===== config.mk =====
export PLATFORM = sky130hd
export DESIGN_NAME = bus_term_ctrl
export DESIGN_NICKNAME = d
export VERILOG_FILES = /design/src/rtl/btc_pkg.sv /design/src/rtl/btc_ack_sync.sv /design/src/rtl/btc_datapath.sv /design/src/rtl/btc_ctrl.sv /design/src/rtl/bus_term_ctrl.sv
export SDC_FILE = /design/constraint.sdc
export NUM_CORES = 1
export LEC_CHECK = 0
export BUFFER_PORTS_ARGS = -buffer_cell sky130_fd_sc_hd__buf_4
export CORE_MARGIN = 5
export CORE_UTILIZATION = 45
export DETAILED_ROUTE_END_ITERATION = 16
export PLACE_DENSITY = 0.77
export SYNTH_ARGS = -nofsm -noshare
export SYNTH_HDL_FRONTEND = slang
export SYNTH_SLANG_ARGS = --single-unit

===== constraint.sdc =====
create_clock -name clk -period 2.6 [get_ports clk]
set_input_delay 0.26 -clock clk [delete_from_list [all_inputs] [get_ports clk]]
set_output_delay 0.26 -clock clk [all_outputs]
set_load 0.01 [all_outputs]

===== src/rtl/btc_pkg.sv =====
package btc_pkg;

  typedef enum logic [1:0] {
    ST_IDLE    = 2'd0,
    ST_ACCESS  = 2'd1,
    ST_RECOVER = 2'd2
  } btcState_e;

  // strobes from control to datapath
  typedef struct packed {
    logic latchReq;   // capture request, open chip select
    logic capRead;    // terminating edge: sample read data, close chip select
  } btcStrobe_t;

endpackage


===== src/rtl/btc_ack_sync.sv =====
module btc_ack_sync #(
  parameter int STAGES = 2
) (
  input  logic clk,
  input  logic rstN,
  input  logic taNAsync,
  output logic taFall
);

  localparam int LAST = STAGES - 1;

  logic [STAGES-1:0] syncQ;
  logic              prevQ;

  // resynchronizer chain, reset to the negated level
  always_ff @(posedge clk) begin
    if (!rstN) syncQ[0] <= 1'b1;
    else       syncQ[0] <= taNAsync;
  end

  generate
    for (genvar i = 1; i < STAGES; i++) begin : gStage
      always_ff @(posedge clk) begin
        if (!rstN) syncQ[i] <= 1'b1;
        else       syncQ[i] <= syncQ[i-1];
      end
    end
  endgenerate

  always_ff @(posedge clk) begin
    if (!rstN) prevQ <= 1'b1;
    else       prevQ <= syncQ[LAST];
  end

  // new assertion: seen high last clock, low now
  assign taFall = prevQ & ~syncQ[LAST];

endmodule


===== src/rtl/btc_datapath.sv =====
module btc_datapath
  import btc_pkg::*;
#(
  parameter int ADDR_W      = 24,
  parameter int DATA_W      = 16,
  parameter int SYNC_STAGES = 2
) (
  input  logic              clk,
  input  logic              rstN,
  input  btcStrobe_t        strobe,
  input  logic [ADDR_W:1]   reqAddr,
  input  logic              reqWrite,
  input  logic [DATA_W-1:0] reqWdata,
  input  logic [DATA_W-1:0] busDataIn,
  input  logic              busTaN,
  output logic [ADDR_W:1]   busAddr,
  output logic              busRw,
  output logic              busCsN,
  output logic [DATA_W-1:0] busDataOut,
  output logic              busDataOe,
  output logic [DATA_W-1:0] rdData,
  output logic              taFall
);

  logic [ADDR_W:1]   addrQ;
  logic              rwQ;
  logic              csNQ;
  logic [DATA_W-1:0] wdataQ;
  logic [DATA_W-1:0] rdataQ;

  btc_ack_sync #(.STAGES(SYNC_STAGES)) uAckSync (
    .clk      (clk),
    .rstN     (rstN),
    .taNAsync (busTaN),
    .taFall   (taFall)
  );

  // request capture, held for the whole access
  always_ff @(posedge clk) begin
    if (!rstN) begin
      addrQ  <= '0;
      rwQ    <= 1'b1;
      wdataQ <= '0;
    end else if (strobe.latchReq) begin
      addrQ  <= reqAddr;
      rwQ    <= ~reqWrite;
      wdataQ <= reqWdata;
    end
  end

  // chip select opens on capture, closes on the terminating edge
  always_ff @(posedge clk) begin
    if (!rstN)                csNQ <= 1'b1;
    else if (strobe.latchReq) csNQ <= 1'b0;
    else if (strobe.capRead)  csNQ <= 1'b1;
  end

  // read data sampled on the terminating rising edge
  always_ff @(posedge clk) begin
    if (!rstN)               rdataQ <= '0;
    else if (strobe.capRead) rdataQ <= busDataIn;
  end

  assign busAddr    = addrQ;
  assign busRw      = rwQ;
  assign busCsN     = csNQ;
  assign busDataOut = wdataQ;
  assign busDataOe  = ~csNQ & ~rwQ;
  assign rdData     = rdataQ;

  // address, direction and write data stay put while selected
  a_r9_bus_stable: assert property (@(posedge clk) disable iff (!rstN)
    (!busCsN && $past(!busCsN)) |-> ($stable(busAddr) && $stable(busRw) && $stable(busDataOut)));

  // chip select stays high at least two clocks between accesses
  a_r10_cs_gap: assert property (@(posedge clk) disable iff (!rstN)
    $rose(busCsN) |=> busCsN);

  // read data only moves on an edge that ends an access
  a_r8_rdata_hold: assert property (@(posedge clk) disable iff (!rstN)
    (busCsN && $past(busCsN)) |-> $stable(rdData));

endmodule


===== src/rtl/btc_ctrl.sv =====
module btc_ctrl
  import btc_pkg::*;
#(
  parameter int WAIT_W   = 4,
  parameter int WAIT_RST = 15
) (
  input  logic              clk,
  input  logic              rstN,
  input  logic              cfgLoad,
  input  logic              cfgAckEn,
  input  logic [WAIT_W-1:0] cfgWait,
  input  logic              reqValid,
  input  logic              reqSdram,
  input  logic              taFall,
  output logic              reqReady,
  output btcStrobe_t        strobe,
  output logic              done,
  output logic              timeout
);

  localparam logic [WAIT_W-1:0] WAIT_INIT = WAIT_W'(WAIT_RST);

  btcState_e         state;
  logic              cfgAckEnQ;
  logic [WAIT_W-1:0] cfgWaitQ;
  logic [WAIT_W-1:0] waitCnt;
  logic              useAck;
  logic              doneQ;
  logic              timeoutQ;
  logic              inAccess;
  logic              ackHit;
  logic              cntOut;
  logic              termNow;

  // configuration, defaults: acknowledge off, full wait count
  always_ff @(posedge clk) begin
    if (!rstN) begin
      cfgAckEnQ <= 1'b0;
      cfgWaitQ  <= WAIT_INIT;
    end else if (cfgLoad) begin
      cfgAckEnQ <= cfgAckEn;
      cfgWaitQ  <= cfgWait;
    end
  end

  always_comb begin
    inAccess = (state == ST_ACCESS);
    ackHit   = inAccess && useAck && taFall;
    cntOut   = inAccess && (waitCnt == '0);
    termNow  = ackHit || cntOut;
    reqReady = (state == ST_IDLE);
    strobe.latchReq = reqReady && reqValid;
    strobe.capRead  = termNow;
  end

  always_ff @(posedge clk) begin
    if (!rstN) begin
      state   <= ST_IDLE;
      waitCnt <= '0;
      useAck  <= 1'b0;
    end else begin
      unique case (state)
        ST_IDLE: begin
          if (reqValid) begin
            state   <= ST_ACCESS;
            waitCnt <= cfgWaitQ;
            useAck  <= cfgAckEnQ & ~reqSdram;
          end
        end
        ST_ACCESS: begin
          if (termNow) state   <= ST_RECOVER;
          else         waitCnt <= waitCnt - 1'b1;
        end
        ST_RECOVER: state <= ST_IDLE;
        default:    state <= ST_IDLE;
      endcase
    end
  end

  // completion pulse; timeout only when the count beat an expected acknowledge
  always_ff @(posedge clk) begin
    if (!rstN) begin
      doneQ    <= 1'b0;
      timeoutQ <= 1'b0;
    end else begin
      doneQ    <= termNow;
      timeoutQ <= cntOut && !ackHit && useAck;
    end
  end

  assign done    = doneQ;
  assign timeout = timeoutQ;

  // one clock of done per access
  a_r10_done_pulse: assert property (@(posedge clk) disable iff (!rstN)
    done |=> !done);

  // idle again right after completion
  a_r10_ready_after_done: assert property (@(posedge clk) disable iff (!rstN)
    done |=> reqReady);

  // timeout is only reported together with completion
  a_r7_timeout_with_done: assert property (@(posedge clk) disable iff (!rstN)
    timeout |-> done);

  // without acknowledge use, an access runs while the count is non-zero
  a_r6_count_rules: assert property (@(posedge clk) disable iff (!rstN)
    (inAccess && !useAck && waitCnt != '0) |=> (state == ST_ACCESS));

endmodule


===== src/rtl/bus_term_ctrl.sv =====
module bus_term_ctrl
  import btc_pkg::*;
#(
  parameter int ADDR_W      = 24,
  parameter int DATA_W      = 16,
  parameter int WAIT_W      = 4,
  parameter int WAIT_RST    = 15,
  parameter int SYNC_STAGES = 2
) (
  input  logic              clk,
  input  logic              rstN,
  input  logic              cfgLoad,
  input  logic              cfgAckEn,
  input  logic [WAIT_W-1:0] cfgWait,
  input  logic              reqValid,
  output logic              reqReady,
  input  logic [ADDR_W:1]   reqAddr,
  input  logic              reqWrite,
  input  logic [DATA_W-1:0] reqWdata,
  input  logic              reqSdram,
  output logic [DATA_W-1:0] rdData,
  output logic              done,
  output logic              timeout,
  output logic [ADDR_W:1]   busAddr,
  output logic              busRw,
  output logic              busCsN,
  output logic [DATA_W-1:0] busDataOut,
  output logic              busDataOe,
  input  logic [DATA_W-1:0] busDataIn,
  input  logic              busTaN
);

  btcStrobe_t strobe;
  logic       taFall;

  btc_ctrl #(
    .WAIT_W   (WAIT_W),
    .WAIT_RST (WAIT_RST)
  ) uCtrl (
    .clk      (clk),
    .rstN     (rstN),
    .cfgLoad  (cfgLoad),
    .cfgAckEn (cfgAckEn),
    .cfgWait  (cfgWait),
    .reqValid (reqValid),
    .reqSdram (reqSdram),
    .taFall   (taFall),
    .reqReady (reqReady),
    .strobe   (strobe),
    .done     (done),
    .timeout  (timeout)
  );

  btc_datapath #(
    .ADDR_W      (ADDR_W),
    .DATA_W      (DATA_W),
    .SYNC_STAGES (SYNC_STAGES)
  ) uData (
    .clk        (clk),
    .rstN       (rstN),
    .strobe     (strobe),
    .reqAddr    (reqAddr),
    .reqWrite   (reqWrite),
    .reqWdata   (reqWdata),
    .busDataIn  (busDataIn),
    .busTaN     (busTaN),
    .busAddr    (busAddr),
    .busRw      (busRw),
    .busCsN     (busCsN),
    .busDataOut (busDataOut),
    .busDataOe  (busDataOe),
    .rdData     (rdData),
    .taFall     (taFall)
  );

endmodule


==> qor.csv, run 1 <==
metric,value,unit
die_h,89.8,µm
synth.yosys.warnings,0,
cts_tree,yes,
fin_area,4040,µm²
cellInternalPower,0.00197,W
cap_violations,0,
skew,0.00531,ns
synth.top_cell.area_share,52.4,%
core,6280,µm²
p_sw,0.000708,W
grt_overflow,0,
synthFlopType,dfxtp_1,
fin_nets,495,
wl,6920,µm
ff2ff_setup_slack,0.70,ns
synth_edf_count,0,
ys_seq_elements,75,
dr.pass1.iters,4,
yosysMostFrequentCell,nand2_1,
cts.sinks,75,
cp_max_fo,19,
synth.avg_cell_area,9.43,µm²
dp_hpwl,4980,µm
cts_hold_buf,0,
fin_crit_sh,73.0,%
final_max_slew_viol_count,0,
finalSetupTns,0,ns
detail-route-antenna-nets,0,
max_stage_delay,0.59,ns
dp_cells,491,
p_comb_share,18.9,%
io_buffers,129,
synth_area_leader_cell,dfxtp_1,
syn_nets,374,
placed_area,3840,µm²
drive_above_1_share,35.3,%
seq_power_share,48.1,%
crit_chain,"inv_1, ha_1, nor3b_4, o21ba_2, mux2i_1, nor2b_1",
endpoint_kind,flop,
ys_seq_area_share,52.4,%
antenna_found_initial,0,
rows,29,
path_clk_slew,0.08,ns
setup_violations,0,
stdcell_count,507,
critPathKind,flop to flop,
ys_types,30,
vias,2456,
clk_latency,0.33,ns
max_freq,527,MHz
ctsResizeCount,0,
post-route-drc-count,0,
grtUsageTotal,16.5,%
netlist_instances,304,
critPathArrivalTime,2.12,ns
rsz0062_at_grt,no,
netlist_area,2870,µm²
io_pins,130,
worst_pin_slew,0.631,ns
switching_share,26.4,%
die_area,8070,µm²
hp-class,input pin to flop,
cp.required,2.82,ns
htree_levels,3,
min_period,1.90,ns
utilization,64.4,%
cts_root_buf,clkbuf_8,
synth_common_cells,"nand2_1 (87), dfxtp_1 (75), a21boi_1 (41), mux2i_1 (21), nor2b_1 (18)",
initial_utilization,45.7,%
async_reset_ff_share,0,%
diodes,0,
clock_path_buffers,2,
numCtsBuffers,9,
grt_pass1_wl,11200,µm
area_growth,40.9,%
grt_max_degree,76,
cts_setup_buffers,0,
outcome,"finished, final reports clean",
leakage,1.80,nW
first_global_vias,2341,
vias_per_cell,4.84,
gp_congestion,0.714,
max-slew-margin-rel,57.9,%
crit_path_top_delay_cell,o21ba_2,
ir_drop,0.000385,V
synth_area_leaders,"dfxtp_1 (52%), nand2_1 (11%), a21boi_1 (11%)",
p_per_area,663,nW/µm²
wl_per_cell,13.6,µm
drt-initial-drc-count,67,
clkPwrFrac,33.0,%
cp-start-kind,flop,
die_w,89.8,µm
finalHoldViolCount,0,
## flip-flops by register name, indices dropped and copies added (netlist names)
register,flops
uCtrl.cfgAckEnQ,1
uCtrl.cfgWaitQ,4
uCtrl.done,1
uCtrl.state,2
uCtrl.timeout,1
uCtrl.useAck,1
uCtrl.waitCnt,4
uData.busAddr,24
uData.busCsN,1
uData.busDataOut,16
uData.busRw,1
uData.rdData,16
uData.uAckSync.prevQ,1
uData.uAckSync.syncQ,2
## through the flow
step	setup slack [ns]	hold WS [ns]	power, W
final	0.701	0.125	0.00268
after detailed placement	0.680	0.398	0.00183
after CTS	0.673	0.111	0.00272
after floorplan	1.07	0.361	0.00160
after global routing	0.576	0.120	0.00282
after global placement	0.829	0.392	0.00181
## placed cells by master, fill, tap and decap left out
| cell type | n |
|---|---|
| dfxtp_1 | 75 |
| o21ai_1 | 3 |
| ha_1 | 2 |
| or3b_2 | 1 |
| clkinvlp_4 | 1 |
| nand2_1 | 87 |
| and4_1 | 1 |
| and3b_1 | 1 |
| nor2_1 | 4 |
| o32a_1 | 1 |
| a32oi_1 | 1 |
| a311oi_1 | 2 |
| buf_12 | 1 |
| bufinv_16 | 1 |
| nand2b_1 | 3 |
| o211ai_1 | 1 |
| a21oi_1 | 3 |
| inv_1 | 4 |
| and2_1 | 4 |
| a21boi_1 | 41 |
| a211oi_1 | 1 |
| nor3b_4 | 1 |
| nor3_1 | 2 |
| nor2b_1 | 18 |
| nand2b_2 | 1 |
| clkbuf_8 | 10 |
| or2_1 | 2 |
| clkinv_2 | 2 |
| o21ba_2 | 1 |
| clkinv_4 | 2 |
| mux2i_1 | 21 |
| nor3b_1 | 1 |
| buf_4 | 130 |
| o31ai_2 | 1 |
## power by group through the flow
stage	logic, W	registers, W	clock network (W)
after floorplan	0.000260	0.00134	0
after global placement	0.000502	0.00131	0
after detailed placement	0.000515	0.00132	0
after CTS	0.000515	0.00129	0.000919
after global routing	0.000559	0.00130	0.000966
final	0.000506	0.00129	0.000884
## cell families after synthesis
group,Yosys count,share of synthesized area [%]
compound gates,55,14.4
fa+ha+maj,2,0.872
buf+inv,25,4.80
flops,75,52.4
mux,21,7.33
simple gates,126,20.3
## metal layers
layer | GRT usage, % | vias up | wire length (µm)
met2 | 25.5 | 112 | 3080
met1 | 19.8 | 1094 | 2990
li1 | - | 1235 | -
met3 | 7.10 | 15 | 722
met4 | 7.81 | 0 | 123
met5 | 0 | - | 0
## layout make-up
type	count	area, µm²
fillers	549	2240
multi-input cells	204	1230
flip-flops and latches	75	1500
clock buffers	10	138
well taps	77	96.3
repair buffers	131	996
clock inverters	6	65.1
inverters	4	15.0
## path summary, 6_finish.rpt
| kind | endpoint | startpoint | cells past startpoint |
|---|---|---|---|
| worst min register to register | uData.uAckSync.syncQ[1] | uData.uAckSync.syncQ[0] | 1 |
| worst min-delay path | uData.uAckSync.syncQ[0] | busTaN | 2 |
| worst max register to register | uData.rdData[2] | uCtrl.waitCnt[0] | 6 |
| worst max-delay path | uData.rdData[2] | uCtrl.waitCnt[0] | 6 |
## worst max-delay path, delay by kind of cell, from the launching register on
| kind | cells | cell delay [ns] |
|---|---|---|
| buf+inv | 1 | 0.09 |
| fa+ha+maj | 1 | 0.16 |
| mux | 1 | 0.29 |
| compound gates | 1 | 0.59 |
| flops | 1 | 0.34 |
| simple gates | 2 | 0.31 |
Note: power is estimated with default switching activity, not from simulation.
==> run 2, diff against run 1 <==
--- a/config.mk
+++ b/config.mk
@@ -5,11 +5,12 @@
 export SDC_FILE = /design/constraint.sdc
 export NUM_CORES = 1
 export LEC_CHECK = 0
+export ABC_AREA = 1
 export BUFFER_PORTS_ARGS = -buffer_cell sky130_fd_sc_hd__buf_4
 export CORE_MARGIN = 5
 export CORE_UTILIZATION = 45
 export DETAILED_ROUTE_END_ITERATION = 16
-export PLACE_DENSITY = 0.77
+export PLACE_DENSITY = 0.78
 export SYNTH_ARGS = -nofsm -noshare
 export SYNTH_HDL_FRONTEND = slang
 export SYNTH_SLANG_ARGS = --single-unit
==> constraint.sdc (replaced) <==
create_clock -name clk -period 1.9 [get_ports clk]
set_input_delay 0.19 -clock clk [delete_from_list [all_inputs] [get_ports clk]]
set_output_delay 0.19 -clock clk [all_outputs]
set_load 0.01 [all_outputs]
==> qor.csv, run 2 <==
metric,value,unit
outcome,"finished, final reports clean",
hold_depth,2,
cts_root_buf,clkbuf_8,
netlist_instances,359,
async_reset_ff_share,0,%
worst_pin_slew,0.364,ns
fin_area,3950,µm²
max-slew-margin-rel,75.7,%
yosysMostFrequentCell,nor2_1,
die_h,88.8,µm
grt_overflow,0,
die_w,88.8,µm
endpoint_kind,flop,
path_clk_slew,0.07,ns
io_pins,130,
crit_chain,"inv_1, ha_1, nand3_2, nand2_2, o21ai_0, nand2_1",
ff2ff_setup_slack,0.51,ns
vias,2731,
gp_congestion,0.852,
grtUsageTotal,19.7,%
crit_path_top_delay_cell,dfxtp_1,
final_common_cell,buf_4,
cts_hold_buf,0,
htree_levels,3,
path_depth,6,
wl,7420,µm
ys_seq_area_share,53.8,%
hp-class,input pin to flop,
clock_path_buffers,2,
drt-initial-drc-count,94,
n_fill_cell,540,
ys_seq_elements,75,
grt_pass1_wl,12100,µm
synth.avg_cell_area,7.78,µm²
cts_setup_buffers,0,
initial_utilization,46.6,%
rsz0062_at_grt,no,
area_growth,41.6,%
synth.yosys.warnings,0,
synth_area_leader_cell,dfxtp_1,
die_area,7880,µm²
min_period,1.39,ns
cts_tree,yes,
rows,28,
antenna_found_initial,0,
worstPathBufferInverterCount,1,
max_stage_delay,0.35,ns
dp_cells,548,
wl_per_cell,13.2,µm
post-route-drc-count,0,
drive_above_1_share,32.4,%
detail-route-antenna-nets,0,
max_freq,721,MHz
synth_area_leaders,"dfxtp_1 (54%), nor2_1 (13%), o21ai_0 (7.0%)",
synth.top_cell.area_share,53.8,%
layout_common_cells,"buf_4 (135), nor2_1 (96), dfxtp_1 (75)",
numCtsBuffers,9,
diodes,0,
fin_crit_sh,73.0,%
multi_input_area,1100,µm²
synth_common_cells,"nor2_1 (96), dfxtp_1 (75), nand2_1 (48), o21ai_0 (39), nand3_1 (27)",
cap_violations,0,
cp-start-kind,flop,
critPathKind,flop to flop,
ys_types,21,
p_per_area,958,nW/µm²
ctsResizeCount,0,
setup_violations,0,
core,5990,µm²
critPathArrivalTime,1.62,ns
stdcell_count,562,
largest_register_ffs,24,
seqCellArea,1500,µm²
dr.pass1.iters,4,
final_max_slew_viol_count,0,
vias_per_cell,4.86,
clk_latency,0.34,ns
netlist_area,2790,µm²
cts.sinks,75,
fin_nets,554,
grt_max_degree,39,
finalHoldViolCount,0,
cpLargestDelayFamily,simple AND/OR/NAND/NOR gates,
rr_worst_depth,6,
first_global_vias,2671,
synthFlopType,dfxtp_1,
whs,0.0441,ns
syn_nets,429,
cp_max_fo,17,
skew,0.00608,ns
cp.required,2.13,ns
dp_hpwl,5540,µm
placed_area,3780,µm²
io_buffers,129,
leakage,1.88,nW
synth_edf_count,0,
ir_drop,0.000604,V
finalSetupTns,0,ns
run 2: changes by cell type in the layout (fill, tap and decap cells not counted), sizes merged, moves of 18 or more:
cell / delta
a21boi: -41
mux2i: -21
nand2: -38
nand3: +28
nor2: +94
nor2b: -18
o21ai: +44
run 2: cell type report:
cell class | count | share of cell area [%]
sequential | 75 | 38.0
multi-input combinational | 248 | 27.9
inverter | 14 | 1.33
timing repair buffer | 136 | 26.2
clock buffer | 12 | 3.93
clock inverter | 2 | 0.317
tap | 75 | 2.37
run 2: where the power goes:
group,leakage [nW],total (W),switching (W),internal [W]
clock,0.0843,0.00107,0.000538,0.000530
sequential,0.618,0.00183,0.0000936,0.00174
combinational,1.18,0.000885,0.000464,0.000422
total,1.88,0.00378,0.00110,0.00269
run 2: cells by family after synthesis:
family                   synth area share (%)
AO/OA/AOI/OAI                            11.8
adder cells (fa/ha/maj)                 0.896
buffers and inverters                    6.72
flip-flops                               53.8
AND/OR/NAND/NOR                          26.8
run 2: worst reg2reg max path, stage by stage, from the launching register on:
cell and delay (ns):
dfxtp_1 0.35, inv_1 0.08, ha_1 0.23, nand3_2 0.13
nand2_2 0.21, o21ai_0 0.21, nand2_1 0.06
run 2: final timing paths:
| check | start | to |
|---|---|---|
| worst max-delay path | uCtrl.waitCnt[0] | uData.busCsN |
| worst min-delay path | reqWrite | uData.busRw |
| worst max register to register | uCtrl.waitCnt[0] | uData.busCsN |
| worst min register to register | uData.uAckSync.syncQ[0] | uData.uAckSync.syncQ[1] |
run 2: metal layers:
| layer | routed length [µm] | GRT usage, % | vias up |
|---|---|---|---|
| met2 | 3360 | 31.9 | 107 |
| li1 | - | - | 1400 |
| met4 | 115 | 8.24 | 0 |
| met5 | 0 | 0 | - |
| met1 | 3200 | 24.3 | 1215 |
| met3 | 750 | 6.15 | 9 |
run 2: through the flow:
step | power, W | setup WS (ns) | util (%)
finish | 0.00378 | 0.514 | 66.0
global route | 0.00403 | 0.348 | 66.0
CTS | 0.00383 | 0.511 | 66.0
detailed placement | 0.00276 | 0.513 | 63.2
global placement | 0.00273 | 0.572 | 63.2
floorplan | 0.00235 | 0.652 | -
